### src/rtl/lsu_pkg.sv
package lsu_pkg;
  localparam int DATA_W    = 32;
  localparam int LANES     = DATA_W / 8;
  localparam int LANE_BITS = $clog2(LANES);

  typedef enum logic [1:0] {
    SZ_BYTE = 2'd0,
    SZ_HALF = 2'd1,
    SZ_WORD = 2'd2,
    SZ_WRD3 = 2'd3
  } acc_size_e;

  // byte count minus one for an access size
  function automatic logic [LANE_BITS-1:0] size_mask(acc_size_e s);
    case (s)
      SZ_BYTE: size_mask = 2'd0;
      SZ_HALF: size_mask = 2'd1;
      default: size_mask = 2'd3;
    endcase
  endfunction
endpackage

### src/rtl/lsu_agen.sv
module lsu_agen import lsu_pkg::*; #(
  parameter int ADDR_W = 32,
  parameter int OFS_W  = 8
) (
  input  logic [ADDR_W-1:0] base,
  input  logic [OFS_W-1:0]  ofs,
  input  acc_size_e         size,
  output logic [ADDR_W-1:0] addr,
  output logic              misalign
);
  localparam int PAD_W = ADDR_W - OFS_W;

  logic [ADDR_W-1:0] ofs_ext;
  logic [ADDR_W-1:0] scaled;

  assign ofs_ext = {{PAD_W{1'b0}}, ofs};

  always_comb begin
    case (size)
      SZ_BYTE: scaled = ofs_ext;
      SZ_HALF: scaled = ofs_ext << 1;
      default: scaled = ofs_ext << 2;
    endcase
  end

  assign addr = base + scaled;

  always_comb begin
    case (size)
      SZ_BYTE: misalign = 1'b0;
      SZ_HALF: misalign = addr[0];
      default: misalign = |addr[1:0];
    endcase
  end
endmodule

### src/rtl/lsu_store_lanes.sv
module lsu_store_lanes import lsu_pkg::*; (
  input  logic [LANE_BITS-1:0] addr_lo,
  input  acc_size_e            size,
  input  logic                 big,
  input  logic [DATA_W-1:0]    wdata,
  output logic [LANES-1:0]     be,
  output logic [DATA_W-1:0]    lane_data
);
  logic [LANE_BITS-1:0] nm1;
  assign nm1 = size_mask(size);

  for (genvar l = 0; l < LANES; l++) begin : g_lane
    logic [LANE_BITS-1:0] la;   // byte address offset held by this lane
    logic [LANE_BITS-1:0] rel;  // position of that byte inside the access group
    logic [LANE_BITS-1:0] idx;  // byte of the store data placed here

    always_comb begin
      la  = big ? ~LANE_BITS'(l) : LANE_BITS'(l);
      rel = la & nm1;
      idx = big ? (nm1 - rel) : rel;
      case (size)
        SZ_BYTE: be[l] = (la == addr_lo);
        SZ_HALF: be[l] = (la[1] == addr_lo[1]);
        default: be[l] = 1'b1;
      endcase
      lane_data[8*l +: 8] = wdata[8*idx +: 8];
    end
  end
endmodule

### src/rtl/lsu_load_fmt.sv
module lsu_load_fmt import lsu_pkg::*; (
  input  logic [DATA_W-1:0]    rdata,
  input  logic [LANE_BITS-1:0] addr_lo,
  input  acc_size_e            size,
  input  logic                 sgn,
  input  logic                 big,
  output logic [DATA_W-1:0]    result
);
  logic [LANE_BITS-1:0] nm1;
  logic [LANE_BITS-1:0] grp_lo;
  logic [7:0]           vb [LANES];  // value bytes, index 0 least significant

  assign nm1    = size_mask(size);
  assign grp_lo = addr_lo & ~nm1;

  for (genvar j = 0; j < LANES; j++) begin : g_vbyte
    logic [LANE_BITS-1:0] aj;
    logic [LANE_BITS-1:0] lane;
    always_comb begin
      aj    = grp_lo + (big ? (nm1 - LANE_BITS'(j)) : LANE_BITS'(j));
      lane  = big ? ~aj : aj;
      vb[j] = rdata[8*lane +: 8];
    end
  end

  always_comb begin
    case (size)
      SZ_BYTE: result = {24'h0, vb[0]};
      SZ_HALF: result = {{16{sgn & vb[1][7]}}, vb[1], vb[0]};
      default: result = {vb[3], vb[2], vb[1], vb[0]};
    endcase
  end
endmodule

### src/rtl/lsu_addr_ext.sv
module lsu_addr_ext import lsu_pkg::*; #(
  parameter int ADDR_W = 32,
  parameter int OFS_W  = 8
) (
  input  logic                     clk,
  input  logic                     rst_n,
  input  logic                     cfg_big_endian,
  input  logic                     req_valid,
  output logic                     req_ready,
  input  logic                     req_store,
  input  logic [1:0]               req_size,
  input  logic                     req_signed,
  input  logic [ADDR_W-1:0]        req_base,
  input  logic [OFS_W-1:0]         req_ofs,
  input  logic [DATA_W-1:0]        req_wdata,
  output logic                     mem_req,
  output logic                     mem_we,
  output logic [ADDR_W-LANE_BITS-1:0] mem_addr,
  output logic [LANES-1:0]         mem_be,
  output logic [DATA_W-1:0]        mem_wdata,
  input  logic                     mem_rvalid,
  input  logic [DATA_W-1:0]        mem_rdata,
  input  logic                     mem_ack,
  output logic                     rsp_valid,
  output logic                     rsp_err,
  output logic [DATA_W-1:0]        rsp_data
);
  typedef enum logic {ST_IDLE, ST_WAIT} st_e;

  st_e                  st;
  acc_size_e            in_size;
  logic [ADDR_W-1:0]    eff_addr;
  logic                 mis;
  logic [LANES-1:0]     be_c;
  logic [DATA_W-1:0]    wd_c;
  logic [DATA_W-1:0]    ld_c;
  logic                 accept;
  logic                 done;

  logic [LANE_BITS-1:0] q_lo;
  acc_size_e            q_size;
  logic                 q_sgn;
  logic                 q_big;

  assign in_size   = acc_size_e'(req_size);
  assign req_ready = (st == ST_IDLE);
  assign accept    = req_valid && req_ready;
  assign done      = (st == ST_WAIT) && (mem_we ? mem_ack : mem_rvalid);

  lsu_agen #(.ADDR_W(ADDR_W), .OFS_W(OFS_W)) agen_i (
    .base(req_base), .ofs(req_ofs), .size(in_size),
    .addr(eff_addr), .misalign(mis)
  );

  lsu_store_lanes st_lanes_i (
    .addr_lo(eff_addr[LANE_BITS-1:0]), .size(in_size), .big(cfg_big_endian),
    .wdata(req_wdata), .be(be_c), .lane_data(wd_c)
  );

  lsu_load_fmt ld_fmt_i (
    .rdata(mem_rdata), .addr_lo(q_lo), .size(q_size), .sgn(q_sgn),
    .big(q_big), .result(ld_c)
  );

  always_ff @(posedge clk or negedge rst_n) begin
    if (!rst_n) begin
      st        <= ST_IDLE;
      mem_req   <= 1'b0;
      mem_we    <= 1'b0;
      mem_addr  <= '0;
      mem_be    <= '0;
      mem_wdata <= '0;
      q_lo      <= '0;
      q_size    <= SZ_BYTE;
      q_sgn     <= 1'b0;
      q_big     <= 1'b0;
      rsp_valid <= 1'b0;
      rsp_err   <= 1'b0;
      rsp_data  <= '0;
    end else begin
      mem_req   <= 1'b0;
      rsp_valid <= 1'b0;
      rsp_err   <= 1'b0;
      if (accept) begin
        if (mis) begin
          rsp_valid <= 1'b1;
          rsp_err   <= 1'b1;
          rsp_data  <= '0;
        end else begin
          st        <= ST_WAIT;
          mem_req   <= 1'b1;
          mem_we    <= req_store;
          mem_addr  <= eff_addr[ADDR_W-1:LANE_BITS];
          mem_be    <= req_store ? be_c : {LANES{1'b1}};
          mem_wdata <= req_store ? wd_c : '0;
          q_lo      <= eff_addr[LANE_BITS-1:0];
          q_size    <= in_size;
          q_sgn     <= req_signed;
          q_big     <= cfg_big_endian;
        end
      end else if (done) begin
        st        <= ST_IDLE;
        rsp_valid <= 1'b1;
        rsp_data  <= mem_we ? '0 : ld_c;
      end
    end
  end

  // the memory strobe never lasts two cycles
  assert_req_pulse_R8: assert property (@(posedge clk) disable iff (!rst_n)
    mem_req |=> !mem_req);

  // a misaligned request never reaches memory and reports an error
  assert_no_access_misalign_R2: assert property (@(posedge clk) disable iff (!rst_n)
    (accept && mis) |=> (!mem_req && rsp_valid && rsp_err));

  // no new request is taken while the strobe is out
  assert_busy_not_ready_R10: assert property (@(posedge clk) disable iff (!rst_n)
    mem_req |-> !req_ready);

  // load data answer yields a response on the next cycle
  assert_load_latency_R8: assert property (@(posedge clk) disable iff (!rst_n)
    (!req_ready && !mem_we && mem_rvalid) |=> (rsp_valid && !rsp_err));

  // a store ignores read-valid until its acknowledge
  assert_store_ignores_rvalid_R9: assert property (@(posedge clk) disable iff (!rst_n)
    (!req_ready && mem_we && !mem_ack) |=> !rsp_valid);

  // byte load results carry no upper bits
  assert_byte_zero_fill_R3: assert property (@(posedge clk) disable iff (!rst_n)
    (rsp_valid && !rsp_err && !mem_we && q_size == SZ_BYTE) |-> (rsp_data[31:8] == 24'h0));

  // a store byte access enables exactly one lane
  assert_byte_store_one_lane_R7: assert property (@(posedge clk) disable iff (!rst_n)
    (mem_req && mem_we && q_size == SZ_BYTE) |-> ($countones(mem_be) == 1));
endmodule

### config.mk
export PLATFORM = sky130hd
export DESIGN_NAME = lsu_addr_ext
export DESIGN_NICKNAME = d
export VERILOG_FILES = /design/src/rtl/lsu_pkg.sv /design/src/rtl/lsu_agen.sv /design/src/rtl/lsu_store_lanes.sv /design/src/rtl/lsu_load_fmt.sv /design/src/rtl/lsu_addr_ext.sv
export SDC_FILE = /design/constraint.sdc
export NUM_CORES = 1
export LEC_CHECK = 0
export ABC_AREA = 1
export BUFFER_PORTS_ARGS = -buffer_cell sky130_fd_sc_hd__buf_2
export CORE_ASPECT_RATIO = 0.6
export CORE_MARGIN = 2
export CORE_UTILIZATION = 55
export CTS_BUF_LIST = sky130_fd_sc_hd__clkbuf_16
export CTS_CLUSTER_DIAMETER = 60
export DETAILED_ROUTE_END_ITERATION = 7
export HOLD_SLACK_MARGIN = 0.05
export PLACE_DENSITY = 0.9
export SLEW_MARGIN = 20
export SYNTH_ARGS = -nofsm -noshare
export SYNTH_HDL_FRONTEND = slang
export SYNTH_SLANG_ARGS = --single-unit
### constraint.sdc
create_clock -name clk -period 3.6 [get_ports clk]
set_input_delay 0.36 -clock clk [delete_from_list [all_inputs] [get_ports clk]]
set_output_delay 0.36 -clock clk [all_outputs]
set_load 0.05 [all_outputs]
======== Yosys cells after proc, flatten, opt, wreduce, memory -nomap -nowiden ========
Cells that the tools add are included.
word-level totals
  bits in registers ....................... 109
  bits in latches ......................... 0
  RAM bits ................................ 0
  memory bits (read-only) ................. 0
  output and inout port bits .............. 103
  memories ................................ 0
operators by class
  add/subtract/negate cells ............... 12
  $mul .................................... 0
  divide/modulo/power cells ............... 0
  $lt $le $gt $ge ......................... 0
  equal/unequal tests ..................... 12
  shift-type cells ........................ 8
  multiplexer cells ....................... 41
  bitwise gates (word level) .............. 13
  reductions and logical operators ........ 9
operator list
  cell                 count
  $shiftx 32x6->8      8
  $mux 32              5
  $pmux 32 s2          1
  $add 32x32->32       1
  $mux 2               16
  $pmux 10 s2          1
  $and 2x2->2          5
  $mux 1               10
  $not 2->2            5
  $pmux 1 s2           5
  $add 2x2->2          4
  $eq 2x2->1           4
  $pmux 2 s2           2
  $sub 2x2->2          4
  $reduce_and 2->1     3
  $eq 1x1->1           4
  $eq 2x1->1 const B   2
  $logic_not 2->1      2
  $mux 4               1
  $sub 2x2->2 const B  2
  $logic_and 1x1->1    2
  $ne 2x1->1 const B   1
  $ne 2x2->1 const B   1
  $not 1->1            2
  other kinds (4)      4

======== Longest topological paths before layout ========
  depth in word-level cells ............... 13
  mapped depth ............................ 18
  depth with buffers taken out ............ 18

======== By module ========
Synthesis repeated with hierarchy kept, for this count alone.
unflattened totals
  cells, all modules ...................... 1162
  area, all modules ....................... 7673.6 µm²
modules (own cells, without submodules)
  module           instances  cells each  area each (µm²)  sequential area each (µm²)
  lsu_addr_ext     1          538         4516.8           2727.6
  lsu_agen         1          312         1571.5           0.0
  lsu_load_fmt     1          194         1044.8           0.0
  lsu_store_lanes  1          118         540.5            0.0

======== Worst setup path before layout ========
Ideal clock, no wire load.
  kind .................................... input to register
  from .................................... in req_size[0]
  to ...................................... reg st
  setup time .............................. 0.144 ns
  arrival time ............................ 2.367 ns
  required time ........................... 3.456 ns
  path slack .............................. 1.089 ns
  cell stages on the path ................. 13
  cell sequence ........................... inv_1 nor2_1 inv_1 o22ai_1 inv_1 fa_1 or2_0 nand2_1 nor2_4 inv_2 buf_2 buf_2 o21ai_0
on the way
  cells in the longest elaborated chain, start to end .. 7
ends and longest elaborated chain
  element                                        RTL line                        text
  start, declared                                lsu_addr_ext.sv:11              input logic [1:0] req_size,
  $eq 2x1->1 or $logic_not 2->1 (tied branches)  lsu_agen.sv:19, lsu_agen.sv:29
  $pmux 10 s2                                    lsu_agen.sv:19                  case (size)
  $add 32x32->32                                 lsu_agen.sv:26                  assign addr = base + scaled;
  $reduce_or 2->1                                lsu_agen.sv:32                  default: misalign = |addr[1:0];
  $pmux 1 s2 (*)                                 lsu_agen.sv:29                  case (size)
  $ne 2x2->1 (no source line) (*)                n/a
  $reduce_and 2->1 (no source line) (*)          n/a
  end signal, assigned                           lsu_addr_ext.sv:67              st <= ST_IDLE;
  end signal, assigned                           lsu_addr_ext.sv:90              st <= ST_WAIT;
  end signal, assigned                           lsu_addr_ext.sv:102             st <= ST_IDLE;
  end, declared                                  lsu_addr_ext.sv:30              st_e st;
Every way passes the cells marked *; elsewhere a longest branch is shown, timed or not.
A chain may end at the register's enable or synchronous reset.

======== Worst setup path after layout ========
  from .................................... in req_size[1]
  to ...................................... reg rsp_data[13]
on the way
  cells in the longest elaborated chain, start to end .. 7
ends and longest elaborated chain
  element                                        RTL line                        text
  $eq 2x1->1 or $logic_not 2->1 (tied branches)  lsu_agen.sv:19, lsu_agen.sv:29
  $pmux 10 s2                                    lsu_agen.sv:19
  $add 32x32->32                                 lsu_agen.sv:26
  $reduce_or 2->1                                lsu_agen.sv:32
  $pmux 1 s2 (*)                                 lsu_agen.sv:29
  $ne 2x1->1 (no source line) (*)                n/a
  $reduce_and 2->1 (no source line) (*)          n/a
  end signal, assigned                           lsu_addr_ext.sv:104             rsp_data <= mem_we ? '0 : ld_c;
  end, declared                                  lsu_addr_ext.sv:26              output logic [DATA_W-1:0] rsp_data
Marked as above.

==> summary.txt <==
Critical path
  • FF-to-FF path depth: 8
  • CP Capture Type: register
  • Max FO, Critical Path: 32
  • Reg-to-Reg Start: q_size[1]
  • Crit-path cells: buf_2 > nor2_1 > inv_1 > o22ai_1 > inv_1 > fa_1 > or2_0 > nand2_1 > nand2_2 > nand2_2 > inv_1 > nand2_1 > o21ai_1
  • Kind of critical path: input port to register
  • CP most frequent cell: inv_1
  • Family with the most delay on the worst path: buffers and inverters
  • Worst flop-to-flop path endpoint: rsp_data[26]
  • FF-to-FF setup slack: 1.25 ns
  • Slowest CP cell: inv_1
  • CP bufs+invs: 4
  • Worst setup SP type: input port
  • CP max stage delay: about 0.70 ns
  • Worst EP arrival: 3.31 ns
  • Required @ worst endpoint: approximately 3.9 ns

Global routing
  • Largest net degree at the start of global routing: 72
  • Initial antenna violation count: 0
  • GRT Total Usage: 30.15%
  • First-pass GRT wire length: roughly 31000 um
  • Grt ovf: 0
  • Vias in the first global route: ~6300

Clocking
  • CTS tree: yes
  • Clock-pin slew on the worst setup and hold paths: 0.08 ns
  • Post-CTS setup buffer count: 0
  • H-Tree Depth: 3
  • Hold buffer count at CTS: 0
  • TritonCTS Buffers: 9
  • CTS root buf: clkbuf_16
  • Clock Path Buffers: 2
  • CTS sink cnt: 109
  • Later-pin clock latency in the skew report: between 0.3 and 0.4 ns
  • Resize count post-CTS: 0

Timing
  • RSZ-0062 raised after global routing: no
  • Smallest hold slack: 0.1308 ns
  • Slew margin rel.: 35.75%
  • Period minus WS final: 3.037 ns
  • Crit share post-route: 84.36%
  • Setup Skew: 0.008128 ns
  • F_max: 329.3 MHz
  • Total negative slack: 0 ns
  • Final setup vio count: 0
  • Worst Max-Slew Pin Slew: 0.9628 ns
  • Fin. Hold Viols: 0
  • Count of pins over their slew limit: 0

Floorplanning
  • Row count: 31
  • Die area: 0.01302 sq mm
  • IO Pins: between 200 and 250
  • Die width: 146.0 um
  • Core area: 0.01191 sq mm
  • Die Ht: 89.18 um
  • Initial Utilization: a little under three fifths

Placed design
  • DP Area: 0.007850 sq mm
  • Placed cell count: around 1300
  • DPL Wire Length: ~15000 um
  • GPL Wtd Cong: 0.9126
  • Port Buffers: 216

Cells and area
  • Nets: between 1000 and 1500
  • Ant diodes: 0
  • P&R area growth vs syn: 22.30%
  • Register area: 0.002728 sq mm
  • Footprint of the multi-input gates: roughly 0.0034 sq mm
  • Final Cell Area: 0.008133 sq mm
  • Layout cells sized above 1: 22.64%
  • Non-filler cells, final: approximately 1300
  • Fillers: between 1000 and 1500

Synth
  • Post-Syn Area: 0.006650 sq mm
  • Mapped Cells: 980
  • Top cell type by total area after synthesis: dfrtp_1
  • Simple-gate area share of the yosys netlist: 34.68%
  • #FFs+latches synth: ~110
  • Mux share of post-synthesis cell area: 0%
  • Post-synth top flop: dfrtp_1
  • EDFF count, synth: 0
  • Area contributors post-synth: dfrtp_1, nand2_1, o21ai_0, inv_1, nand3_1
  • Synth unique cells: 36
  • Post-synthesis compound-gate area fraction: between 10% and 20%
  • Post-Synth XOR/XNOR Area: 1.054%
  • Yosys warns: 0
  • Main combinational cell family by area after synthesis: simple AND/OR/NAND/NOR gates
  • Adder-cell area share of the yosys netlist: 2.183%
  • Ys async rst share: 100.0%
  • Mean post-synth cell area: 6.786 sq um
  • Synth Net Count: 1105
  • Register area share after synthesis: 41.02%
  • Synth top area share: around two fifths

Pwr
  • Pwr/cell area: 866.3 mW/mm^2
  • Leak: 4.654 nW
  • Max rail drop VDD: 0.0005293 V

Routing
  • Initial DRC count: between 600 and 700
  • Post-route ant nets: 0
  • DRT Wirelength: between 15000 and 20000 um
  • DR WL/cell: roughly 15 um
  • DR DRC count: 0
  • TritonRoute pass-1 iters: 6
  • Via count: 7188
  • Via/cell ratio: ~5.3

Min path
  • Class of the worst hold path: input port to async pin

Outcome
  • Status: finished, final reports clean

Flow run
  • Max-cap check violation count: 0
==> placed cells by master, fill, tap and decap left out, types with 5 or more instances in the layout <==
master / n
inv_1: 94
nand3_1: 57
inv_2: 7
o22ai_1: 7
nand2_1: 405
nand3b_1: 6
clkbuf_16: 9
or2_2: 7
buf_2: 215
a21oi_2: 8
xnor2_1: 5
o21ai_1: 29
nor2_1: 54
nor3_1: 9
ha_1: 10
a21oi_1: 26
dfrtp_1: 109
o21ai_0: 82
==> power by group <==
group | switching [W] | internal (W)
clock network | 0.000478 | 0.000480
registers | 0.000333 | 0.00172
logic | 0.00311 | 0.000921
==> through the flow <==
step	setup slack (ns)	util, %	power (W)
2_1_floorplan	1.089	-	0.005117
3_3_place_gp	0.4154	65.92	0.006009
3_5_place_dp	0.2316	65.92	0.006077
4_1_cts	0.5932	68.30	0.007048
5_1_grt	0.2780	68.30	0.007485
6_report	0.5629	68.30	0.007046
==> worst register-to-register path, stage by stage, from the launching register on <==
cell and delay, ns:
dfrtp_1 0.63, nor2_4 0.29, nand3_2 0.29, buf_4 0.32, o21ai_0 0.38, nand2_1 0.12
a21oi_2 0.12, nand2_1 0.06, nand2_1 0.07
==> how the worst max path moves through the flow <==
| stage | startpoint | endpoint | slack [ns] | cells after the start |
|---|---|---|---|---|
| after detailed placement | req_size[1] | rsp_data[3] | 0.23 | 13 |
| after CTS | req_size[1] | rsp_data[3] | 0.59 | 13 |
| after global placement | req_size[1] | rsp_data[11] | 0.42 | 13 |
| after global routing | req_size[1] | rsp_data[13] | 0.28 | 13 |
| final | req_size[1] | rsp_data[13] | 0.56 | 13 |
| after floorplan | req_size[0] | st | 1.09 | 13 |
==> kinds of logic after synthesis <==
family	Yosys count
compound gates	158
xor+xnor	8
fa+ha+maj	11
buf+inv	135
flops	109
simple gates	559
==> cells in the mapped netlist, types with 2 or more instances <==
cell	count
nand2_2	4
a2bb2oi_1	4
xnor2_1	5
nor2_1	54
inv_2	7
xor2_1	3
nand4_1	4
nor2_4	3
nand2_1	405
dfrtp_1	109
or2_2	7
buf_4	3
buf_2	9
and2_1	3
nor3b_1	2
a21oi_1	26
o21ai_0	82
clkbuf_1	18
buf_6	3
o22ai_1	7
inv_1	93
nand3b_1	6
ha_1	10
nand3_1	57
a21oi_2	8
nor3_1	9
o21ai_1	29
and3_1	2
==> sequential cells by signal (all words and copies together), names as in the netlist <==
register / cells
mem_be: 4
mem_addr: 30
rsp_data: 32
st: 1
mem_req: 1
mem_wdata: 32
q_size: 2
rsp_err: 1
q_sgn: 1
q_big: 1
q_lo: 2
mem_we: 1
rsp_valid: 1
==> layer usage <==
metal / global-route usage [%] / wire length (um) / up-vias
met5: 0 / 0 / -
met4: 5.971 / 230 / 0
met3: 6.480 / 2016 / 27
met2: 45.84 / 8302 / 404
met1: 44.92 / 9047 / 3242
li1: - / - / 3515
==> cell type report <==
type	count	area share, %
Timing Repair Buffer	222	14.34
Sequential cell	109	33.54
Multi-Input combinational cell	736	41.45
Clock inverter	7	0.7077
Inverter	101	4.662
Tap cell	165	2.538
Clock buffer	9	2.769
(Power assumes the default switching activity.)
